--- src/rtl/wdog_pkg.sv ---
package wdog_pkg;
  typedef enum logic [1:0] {
    WIN_25  = 2'd0,
    WIN_50  = 2'd1,
    WIN_75  = 2'd2,
    WIN_100 = 2'd3
  } win_e;

  localparam logic [7:0] KEY_DEFAULT = 8'hAC;
endpackage

--- src/rtl/wdog_cfg.sv ---
module wdog_cfg
  import wdog_pkg::*;
#(
  parameter int EXP_MIN = 7,
  parameter int EXP_MAX = 16,
  parameter int SEL_W   = 4,
  parameter int CNT_W   = EXP_MAX + 1
) (
  input  logic             clk_i,
  input  logic             rst_ni,
  input  logic [SEL_W-1:0] period_sel_i,
  input  logic [1:0]       win_sel_i,
  input  logic             irq_en_i,
  output logic             vld_o,
  output logic [CNT_W-1:0] period_o,
  output logic [CNT_W-1:0] close_lim_o,
  output logic [CNT_W-1:0] irq_pt_o,
  output logic             irq_en_o
);
  localparam int SPAN = EXP_MAX - EXP_MIN;

  int               exp_w;
  logic [CNT_W-1:0] period_w, half_w, quarter_w, close_w;

  always_comb begin
    if (int'(period_sel_i) > SPAN) exp_w = EXP_MAX;
    else                           exp_w = EXP_MIN + int'(period_sel_i);
    period_w  = CNT_W'(1) << exp_w;
    half_w    = period_w >> 1;
    quarter_w = period_w >> 2;
    unique case (win_e'(win_sel_i))
      WIN_25:  close_w = half_w + quarter_w;
      WIN_50:  close_w = half_w;
      WIN_75:  close_w = quarter_w;
      default: close_w = '0;
    endcase
  end

  // one-shot capture on the first edge after reset release
  always_ff @(posedge clk_i or negedge rst_ni) begin
    if (!rst_ni) begin
      vld_o       <= 1'b0;
      period_o    <= '0;
      close_lim_o <= '0;
      irq_pt_o    <= '0;
      irq_en_o    <= 1'b0;
    end else if (!vld_o) begin
      vld_o       <= 1'b1;
      period_o    <= period_w;
      close_lim_o <= close_w;
      irq_pt_o    <= half_w + quarter_w;
      irq_en_o    <= irq_en_i;
    end
  end
endmodule

--- src/rtl/wdog_cnt.sv ---
module wdog_cnt #(
  parameter int CNT_W = 17
) (
  input  logic             clk_i,
  input  logic             rst_ni,
  input  logic             clr_i,
  input  logic             inc_i,
  output logic [CNT_W-1:0] cnt_o
);
  always_ff @(posedge clk_i or negedge rst_ni) begin
    if (!rst_ni)    cnt_o <= '0;
    else if (clr_i) cnt_o <= '0;
    else if (inc_i) cnt_o <= cnt_o + CNT_W'(1);
  end
endmodule

--- src/rtl/wdog_ctl.sv ---
module wdog_ctl #(
  parameter int         CNT_W = 17,
  parameter logic [7:0] KEY   = 8'hAC
) (
  input  logic             clk_i,
  input  logic             rst_ni,
  input  logic             vld_i,
  input  logic             tick_i,
  input  logic             wr_en_i,
  input  logic [7:0]       wr_data_i,
  input  logic [CNT_W-1:0] cnt_i,
  input  logic [CNT_W-1:0] period_i,
  input  logic [CNT_W-1:0] close_lim_i,
  input  logic [CNT_W-1:0] irq_pt_i,
  input  logic             irq_en_i,
  output logic             clr_o,
  output logic             inc_o,
  output logic             irq_o,
  output logic             rst_req_o
);
  logic armed_q;
  logic irq_evt, rst_evt, key_ok, in_open, last_tick;

  assign key_ok    = (wr_data_i == KEY);
  assign in_open   = (cnt_i >= close_lim_i);
  assign last_tick = (cnt_i == period_i - CNT_W'(1));

  // write beats tick; nothing acts before config is captured
  always_comb begin
    clr_o   = 1'b0;
    inc_o   = 1'b0;
    irq_evt = 1'b0;
    rst_evt = 1'b0;
    if (vld_i) begin
      if (wr_en_i) begin
        clr_o   = 1'b1;
        rst_evt = !(key_ok && in_open);
      end else if (tick_i) begin
        if (last_tick) begin
          clr_o   = 1'b1;
          rst_evt = 1'b1;
        end else begin
          inc_o   = 1'b1;
          irq_evt = irq_en_i && armed_q && ((cnt_i + CNT_W'(1)) == irq_pt_i);
        end
      end
    end
  end

  always_ff @(posedge clk_i or negedge rst_ni) begin
    if (!rst_ni) begin
      armed_q   <= 1'b1;
      irq_o     <= 1'b0;
      rst_req_o <= 1'b0;
    end else begin
      irq_o     <= irq_evt;
      rst_req_o <= rst_evt;
      if (clr_o)        armed_q <= 1'b1;
      else if (irq_evt) armed_q <= 1'b0;
    end
  end
endmodule

--- src/rtl/wdog_win.sv ---
module wdog_win
  import wdog_pkg::*;
#(
  parameter int         EXP_MIN = 7,
  parameter int         EXP_MAX = 16,
  parameter int         SEL_W   = 4,
  parameter logic [7:0] KEY     = KEY_DEFAULT
) (
  input  logic             clk_i,
  input  logic             rst_ni,
  input  logic             tick_i,
  input  logic             wr_en_i,
  input  logic [7:0]       wr_data_i,
  input  logic [SEL_W-1:0] period_sel_i,
  input  logic [1:0]       win_sel_i,
  input  logic             irq_en_i,
  output logic             irq_o,
  output logic             rst_req_o
);
  localparam int CNT_W = EXP_MAX + 1;

  logic             cfg_vld, cfg_irq_en, cnt_clr, cnt_inc;
  logic [CNT_W-1:0] period, close_lim, irq_pt, cnt_q;

  wdog_cfg #(
    .EXP_MIN(EXP_MIN), .EXP_MAX(EXP_MAX), .SEL_W(SEL_W), .CNT_W(CNT_W)
  ) i_cfg (
    .clk_i       (clk_i),
    .rst_ni      (rst_ni),
    .period_sel_i(period_sel_i),
    .win_sel_i   (win_sel_i),
    .irq_en_i    (irq_en_i),
    .vld_o       (cfg_vld),
    .period_o    (period),
    .close_lim_o (close_lim),
    .irq_pt_o    (irq_pt),
    .irq_en_o    (cfg_irq_en)
  );

  wdog_cnt #(.CNT_W(CNT_W)) i_cnt (
    .clk_i (clk_i),
    .rst_ni(rst_ni),
    .clr_i (cnt_clr),
    .inc_i (cnt_inc),
    .cnt_o (cnt_q)
  );

  wdog_ctl #(.CNT_W(CNT_W), .KEY(KEY)) i_ctl (
    .clk_i      (clk_i),
    .rst_ni     (rst_ni),
    .vld_i      (cfg_vld),
    .tick_i     (tick_i),
    .wr_en_i    (wr_en_i),
    .wr_data_i  (wr_data_i),
    .cnt_i      (cnt_q),
    .period_i   (period),
    .close_lim_i(close_lim),
    .irq_pt_i   (irq_pt),
    .irq_en_i   (cfg_irq_en),
    .clr_o      (cnt_clr),
    .inc_o      (cnt_inc),
    .irq_o      (irq_o),
    .rst_req_o  (rst_req_o)
  );
endmodule

--- config.mk ---
export PLATFORM = sky130hd
export DESIGN_NAME = wdog_win
export DESIGN_NICKNAME = d
export VERILOG_FILES = /design/src/rtl/wdog_pkg.sv /design/src/rtl/wdog_cfg.sv /design/src/rtl/wdog_cnt.sv /design/src/rtl/wdog_ctl.sv /design/src/rtl/wdog_win.sv
export SDC_FILE = /design/constraint.sdc
export NUM_CORES = 1
export LEC_CHECK = 0
export CAP_MARGIN = 40
export CELL_PAD_IN_SITES_DETAIL_PLACEMENT = 0
export CELL_PAD_IN_SITES_GLOBAL_PLACEMENT = 1
export CORE_UTILIZATION = 33
export DETAILED_ROUTE_END_ITERATION = 8
export GPL_TIMING_DRIVEN = 0
export PLACE_DENSITY_LB_ADDON = 0.1
export SLEW_MARGIN = 20
export SYNTH_ARGS = -nofsm -noshare
export SYNTH_HDL_FRONTEND = slang
export SYNTH_SLANG_ARGS = --single-unit
--- constraint.sdc ---
create_clock -name clk_i -period 3.8 [get_ports clk_i]
set_clock_uncertainty 0.1 [all_clocks]
set_input_delay 0.57 -clock clk_i [delete_from_list [all_inputs] [get_ports clk_i]]
set_output_delay 0.57 -clock clk_i [all_outputs]
set_load 0.02 [all_outputs]
=== Word-level counts from Yosys, hierarchy flattened ===
Index checks and enable logic that the tools add are counted.

* Output and inout port bits: 2
* Bits of input ports: 19
* Flip-flop bits (word level): 73
* Logic and storage cells: 48

* Muxes and demuxes: 20
* Add/subtract/negate cells: 4
* Shift-type cells: 1
* Reductions and logical operators: 7
* Equality and inequality tests: 5
* Order comparisons: 2

{| class="wikitable"
|+ Operators by type and width
! operator !! number
|-
| $pmux 17 s3 || 1
|-
| $eq 17x17->1 || 2
|-
| $mux 17 || 2
|-
| $mux 32 || 1
|-
| $shl 1x32->17 const A || 1
|-
| $add 16x15->17 || 1
|-
| $add 17x1->17 const B || 1
|-
| $ge 17x17->1 || 1
|-
| $sub 17x1->17 const B || 1
|-
| $mux 1 || 16
|-
| $eq 8x8->1 const B || 1
|-
| $add 3x4->5 const A || 1
|-
| $gt 4x4->1 const B || 1
|-
| $reduce_bool 2->1 || 2
|-
| $logic_and 1x1->1 || 3
|-
| $eq 2x1->1 const B || 1
|-
| $eq 2x2->1 const B || 1
|-
| $logic_not 2->1 || 1
|-
| $logic_not 1->1 || 1
|}

=== Longest topological paths before layout ===
* Depth in word-level cells: 9
* Gate-level depth with buffers: 18
* Gate-level depth less buffers: 16

=== Modules after synthesis ===
Synthesis repeated with hierarchy kept, for this count alone.

* Cells, all modules: 717
* Area total of the unflattened synthesis: 6158.4 µm²

{| class="wikitable"
|+ By module, submodules not included
! module !! cells an instance !! sequential area each (µm²) !! area an instance (µm²) !! instances
|-
| wdog_cfg || 359 || 1326.3 || 3310.7 || 1
|-
| wdog_ctl || 273 || 76.3 || 1975.6 || 1
|-
| wdog_cnt || 85 || 425.4 || 872.1 || 1
|}

=== Worst setup path after synthesis ===
Ideal clock, no wire load.

* Kind: in2reg
* Start: input port period_sel_i[0]
* End: register i_cfg.close_lim_o[14]
* Stages on the path: 15
* Arrival: 3.499 ns
* Setup time: 0.125 ns
* Path slack: 0.076 ns
* Cell sequence: clkbuf_1 -> inv_1 -> ha_1 -> clkbuf_1 -> nand2b_1 -> and2_1 -> nor4_1 -> ha_1 -> a41oi_1 -> o21bai_1 -> xnor2_1 -> nor2_1 -> a21oi_1 -> o22ai_1 -> mux2_2

* Word-level cells in the longest chain between the ends: 5
* Elaborated cells on any way between the ends: 6
* Classes of those cells: add/sub: 2; order compare: 1; shift: 1; mux: 2

{| class="wikitable"
|+ RTL lines
! what !! line !! source
|-
| start, declared || wdog_win.sv:14 || <nowiki>input logic [SEL_W-1:0] period_sel_i,</nowiki>
|-
| $add 3x4->5 / $gt 4x4->1 (equally long branches) || wdog_cfg.sv:27, wdog_cfg.sv:26 ||
|-
| $mux 32 * || wdog_cfg.sv:26 || <nowiki>if (int'(period_sel_i) > SPAN) exp_w = EXP_MAX;</nowiki>
|-
| $shl 1x32->17 * || wdog_cfg.sv:28 || <nowiki>period_w = CNT_W'(1) << exp_w;</nowiki>
|-
| via i_cfg.period_w[14] || wdog_cfg.sv:23 || <nowiki>logic [CNT_W-1:0] period_w, half_w, quarter_w, close_w;</nowiki>
|-
| $add 16x15->17 * || wdog_cfg.sv:32 || <nowiki>WIN_25: close_w = half_w + quarter_w;</nowiki>
|-
| $pmux 17 s3 * || wdog_cfg.sv:31 || <nowiki>unique case (win_e'(win_sel_i))</nowiki>
|-
| end signal, assigned || wdog_cfg.sv:50 || <nowiki>close_lim_o <= close_w;</nowiki>
|-
| end, declared || wdog_cfg.sv:16 || <nowiki>output logic [CNT_W-1:0] close_lim_o,</nowiki>
|}

The timed path passes the listed nets; every way through them passes the cells marked *.
A chain may end at the register's enable or synchronous reset.

=== Worst setup path after layout ===
* Start: input port period_sel_i[2]
* End: register i_cfg.close_lim_o[8]

Same word-level chain as after synthesis.

==> run metrics <==
ANT cells=0; post-layout minimum cycle time=roughly 3600 ps; library cell occupying the most area in the post-synthesis netlist=sky130_fd_sc_hd__dfrtp_1; number of violations reported at the end of detailed-routing iteration 0=roughly 310; leakage component of the power=~2.8 nW; number of CTS-inserted buffers=9; setup violation total in the final timing report=0; Clk pin slew, worst setup/hold paths=60 ps; synthesized instance count=~680; first-pass GRT wire length=between 20,000 and 30,000 microns; result of the run=completed; predominant post-synthesis flop cell=sky130_fd_sc_hd__dfrtp_1; timing-limited maximum frequency=between 200 and 300 MHz; share of layout cells above drive strength 1=between 10% and 20%; CTS H-Tree Depth=3; warnings from Yosys=0; post-synth top area share=about 32%; Worst Tran Pin Value=~760 ps; final hold viol count=0; area taken by flip-flops and latches=roughly 1800 sq um; cell types occupying the most area after synthesis=sky130_fd_sc_hd__dfrtp_1 (32%), sky130_fd_sc_hd__ha_1 (6.9%), sky130_fd_sc_hd__xnor2_1 (5.9%); Mean Syn Cell Area=approximately 8.3 sq um; headroom to the max-slew limit=roughly half; area of the die=between 15,000 and 20,000 sq um; Worst Slack Setup Final=roughly 200 ps; WHS=around 87 ps; async set-reset flop share out of synthesis=100%; share of synthesized area occupied by flip-flops and latches=roughly 33%; type of destination of the critical path=flop; height of the chip=132 microns; total clock sinks=between 70 and 80; worst r2r path cells=11; post-route standard cell area excluding fillers=6600 sq um; critical path depth=13; final net count=around 760; Final GP Congestion=0.817; clock latency of the later-clocked register in the worst-skew pair=around 340 ps; termination of the worst setup path=i_cfg.close_lim_o[8]$_DFFE_PN0N_; synth-to-layout area growth=17.7%; number of maximum-capacitance constraint violations=0; All-Layer GR Usage=a little over a fifth; number of flops mapped to enable cells by yosys=0; initial core utilization=about a third; flip-flop and latch count after synthesis=73; number of detailed-route iterations in the first pass=5; core outline area=16,600 sq um; Routed wire per std cell=between 15 and 20 microns; worst reg2reg startpoint=i_cfg.period_o[0]$_DFFE_PN0N_; cell-by-cell trace of the critical path=clkdlybuf4s50_1 > clkbuf_1 > o21bai_2 > a211oi_2 > buf_4 > and3_2 > ha_1 > o21ai_0 > or4_4 > a21oi_2 > a2bb2oi_2 > a2bb2oi_2 > o21ai_0; count of cell types in the netlist=64; IR Drop Worst-Case VDD=188 uV; share of the cycle needed by the critical path after routing=a little over nine tenths; worst endpoint required time=3900 ps; CTS tree=built; R2R Path End=i_cnt.cnt_o[14]$_DFFE_PN0P_; Post-Syn Area=around 5600 sq um; ratio of total power to cell area=~330 nW/um^2; buffer cell driving the clock tree root=sky130_fd_sc_hd__clkbuf_16; standard-cell row count=47; final routed wirelength across all metal layers=roughly 18,000 microns; sum of net half-perimeters after detailed placement=around 14,000 microns; Worst path slowest cell=sky130_fd_sc_hd__or4_4; Setup WS pre-CTS=-1310 ps; count of placed standard cells in the final layout, fillers left out=roughly 930; number of ports placed on the die boundary=21; final antenna-violating net count=0; residual DRC count=0; CP Buf/Inv Count=3; instance area at placement=6100 sq um; WP data arrival=about 3700 ps; hold buffer count at cts=0; family with the most delay on the worst path=compound AO/OA/AOI/OAI gates; Remaining Overflow, GRT=0; max-slew violation count=0; number of nets produced by synthesis=between 700 and 800; area used by multi-input combinational logic=3570 sq um; kind of start point of the critical path=primary input; initial antenna violation count=0; RSZ-0062 raised after global routing=no; maximum root-to-sink buffer count=2; delay of the slowest critical-path stage=560 ps; CP startpoint=period_sel_i[2]; Filler Cells Inserted=1,726; DR vias/cell=5.47; die width=~130 microns; final cell utilization of the core=about two fifths; Reg2Reg Setup Slack=~340 ps; critical setup path kind=primary input to flop; largest net degree at the start of global routing=between 40 and 50; number of global-route vias before repair=5,209; via count=just over 5,000; worst hold path class=primary input to async pin; Critical Path Fanout Max=10; Post-Place Cells=between 900 and 1,000; count of buffers from port buffering=19
layout by cell type, fill, tap and decap left out, drive strengths merged, types with 8 or more instances in the layout:
cell / netlist / final
xnor2: 38 / 38
nor3: 21 / 21
o31ai: 16 / 16
a32oi: 8 / 8
mux2: 14 / 14
ha: 31 / 31
nor2: 35 / 35
nand2: 66 / 66
a21oi: 29 / 29
o21ai: 55 / 55
buf: 10 / 17
nand4: 14 / 14
and2: 11 / 11
nand3: 16 / 16
clkdlybuf4s50: 0 / 17
nor2b: 17 / 17
xor2: 20 / 20
clkbuf: 36 / 43
inv: 47 / 46
dfrtp: 72 / 72
and3: 12 / 12
registers in the layout, indices dropped and copies added (netlist names):
name and cells:
i_cfg.vld_o 1, i_ctl.irq_o 1, i_ctl.rst_req_o 1, i_cfg.irq_pt_o 17, i_cfg.irq_en_o 1, i_cfg.period_o 17, i_ctl.armed_q 1, i_cfg.close_lim_o 17
i_cnt.cnt_o 17
how the worst min path moves through the flow:
| stage | to | depth (start not counted) |
|---|---|---|
| after floorplan | i_cfg.close_lim_o[0]$_DFFE_PN0N_ | 0 |
| after global placement | i_cfg.close_lim_o[1]$_DFFE_PN0N_ | 2 |
| after detailed placement | i_cfg.close_lim_o[16]$_DFFE_PN0N_ | 2 |
| after CTS | i_cnt.cnt_o[16]$_DFFE_PN0P_ | 1 |
| after global routing | i_cfg.period_o[2]$_DFFE_PN0N_ | 1 |
| final | i_cnt.cnt_o[16]$_DFFE_PN0P_ | 1 |
cell type report:
type / instances / area share (%)
Clock buffer: 10 / 3.47
Inverter: 47 / 2.73
Timing Repair Buffer: 24 / 3.64
Sequential cell: 73 / 27.7
Tap cell: 220 / 4.17
Buffer: 44 / 3.20
Clock inverter: 6 / 1.04
Multi-Input combinational cell: 509 / 54.1
metal layers:
layer  share of wire [%]  vias up  GRT usage [%]
met5                   0        -              0
met4                 3.2        0           9.83
met3                 2.2       35           2.42
met2                  48      106           36.3
met1                  47     2477           28.5
li1                    -     2484              -
worst reg2reg max path: stages (launching register included):
cell                       delay (ps)
sky130_fd_sc_hd__dfrtp_1          440
sky130_fd_sc_hd__inv_1             80
sky130_fd_sc_hd__ha_1             220
sky130_fd_sc_hd__or3b_2           490
sky130_fd_sc_hd__nor4_1           270
sky130_fd_sc_hd__o22ai_1          110
sky130_fd_sc_hd__nor4_1           440
sky130_fd_sc_hd__nand4b_1         140
sky130_fd_sc_hd__or3_4            360
sky130_fd_sc_hd__nand2_1          200
sky130_fd_sc_hd__buf_2            310
sky130_fd_sc_hd__o31ai_1          150
stage by stage:
stage               power (mW)  setup TNS, ps
detailed placement        1.35         -19530
finish                    2.21              0
floorplan                 1.18              0
global route              2.33              0
global placement          1.34         -72780
CTS                       2.23              0
where the power goes:
part	internal (mW)	switching [mW]	leakage, nW
clock network	0.511	0.346	0.143
logic	0.200	0.282	1.64
registers	0.821	0.0514	0.980
repair_timing:
item | in CTS | in global routing
pin swaps | 3 | 1
buffers inserted | 4 | 0
gates resized for setup | 31 | 16
setup endpoints to repair | 22 | 9
synthesized netlist by cell type, drive strengths merged, types with 2 or more instances:
master    n
a211o     2
a211oi    7
a21oi    29
a221oi    3
a22o      2
a22oi     5
a2bb2oi   4
a31oi     5
a32oi     8
and2     11
and3     12
and4      3
and4b     2
buf      10
clkbuf   36
conb      2
dfrtp    72
ha       31
inv      47
mux2     14
mux2i     5
nand2    66
nand2b    5
nand3    16
nand4    14
nand4b    4
nor2     35
nor2b    17
nor3     21
nor3b     3
nor4      7
o211ai    3
o21a      3
o21ai    55
o21bai    3
o22ai     6
o311ai    6
o31a      3
o31ai    16
o41ai     2
or3       5
or3b      2
or4       5
xnor2    38
xor2     20
cells by family (layout without fill, tap and decap cells):
logic type	Yosys count	after routing	synth area share [%]
compound gates	167	167	19.2
xor+xnor	58	58	9.05
fa+ha+maj	31	31	6.91
buf+inv	93	131	6.73
flops	73	73	32.6
mux	19	19	3.70
other cells	2	2	0.134
simple gates	232	232	21.7
Note: power is estimated with default switching activity, not from simulation.
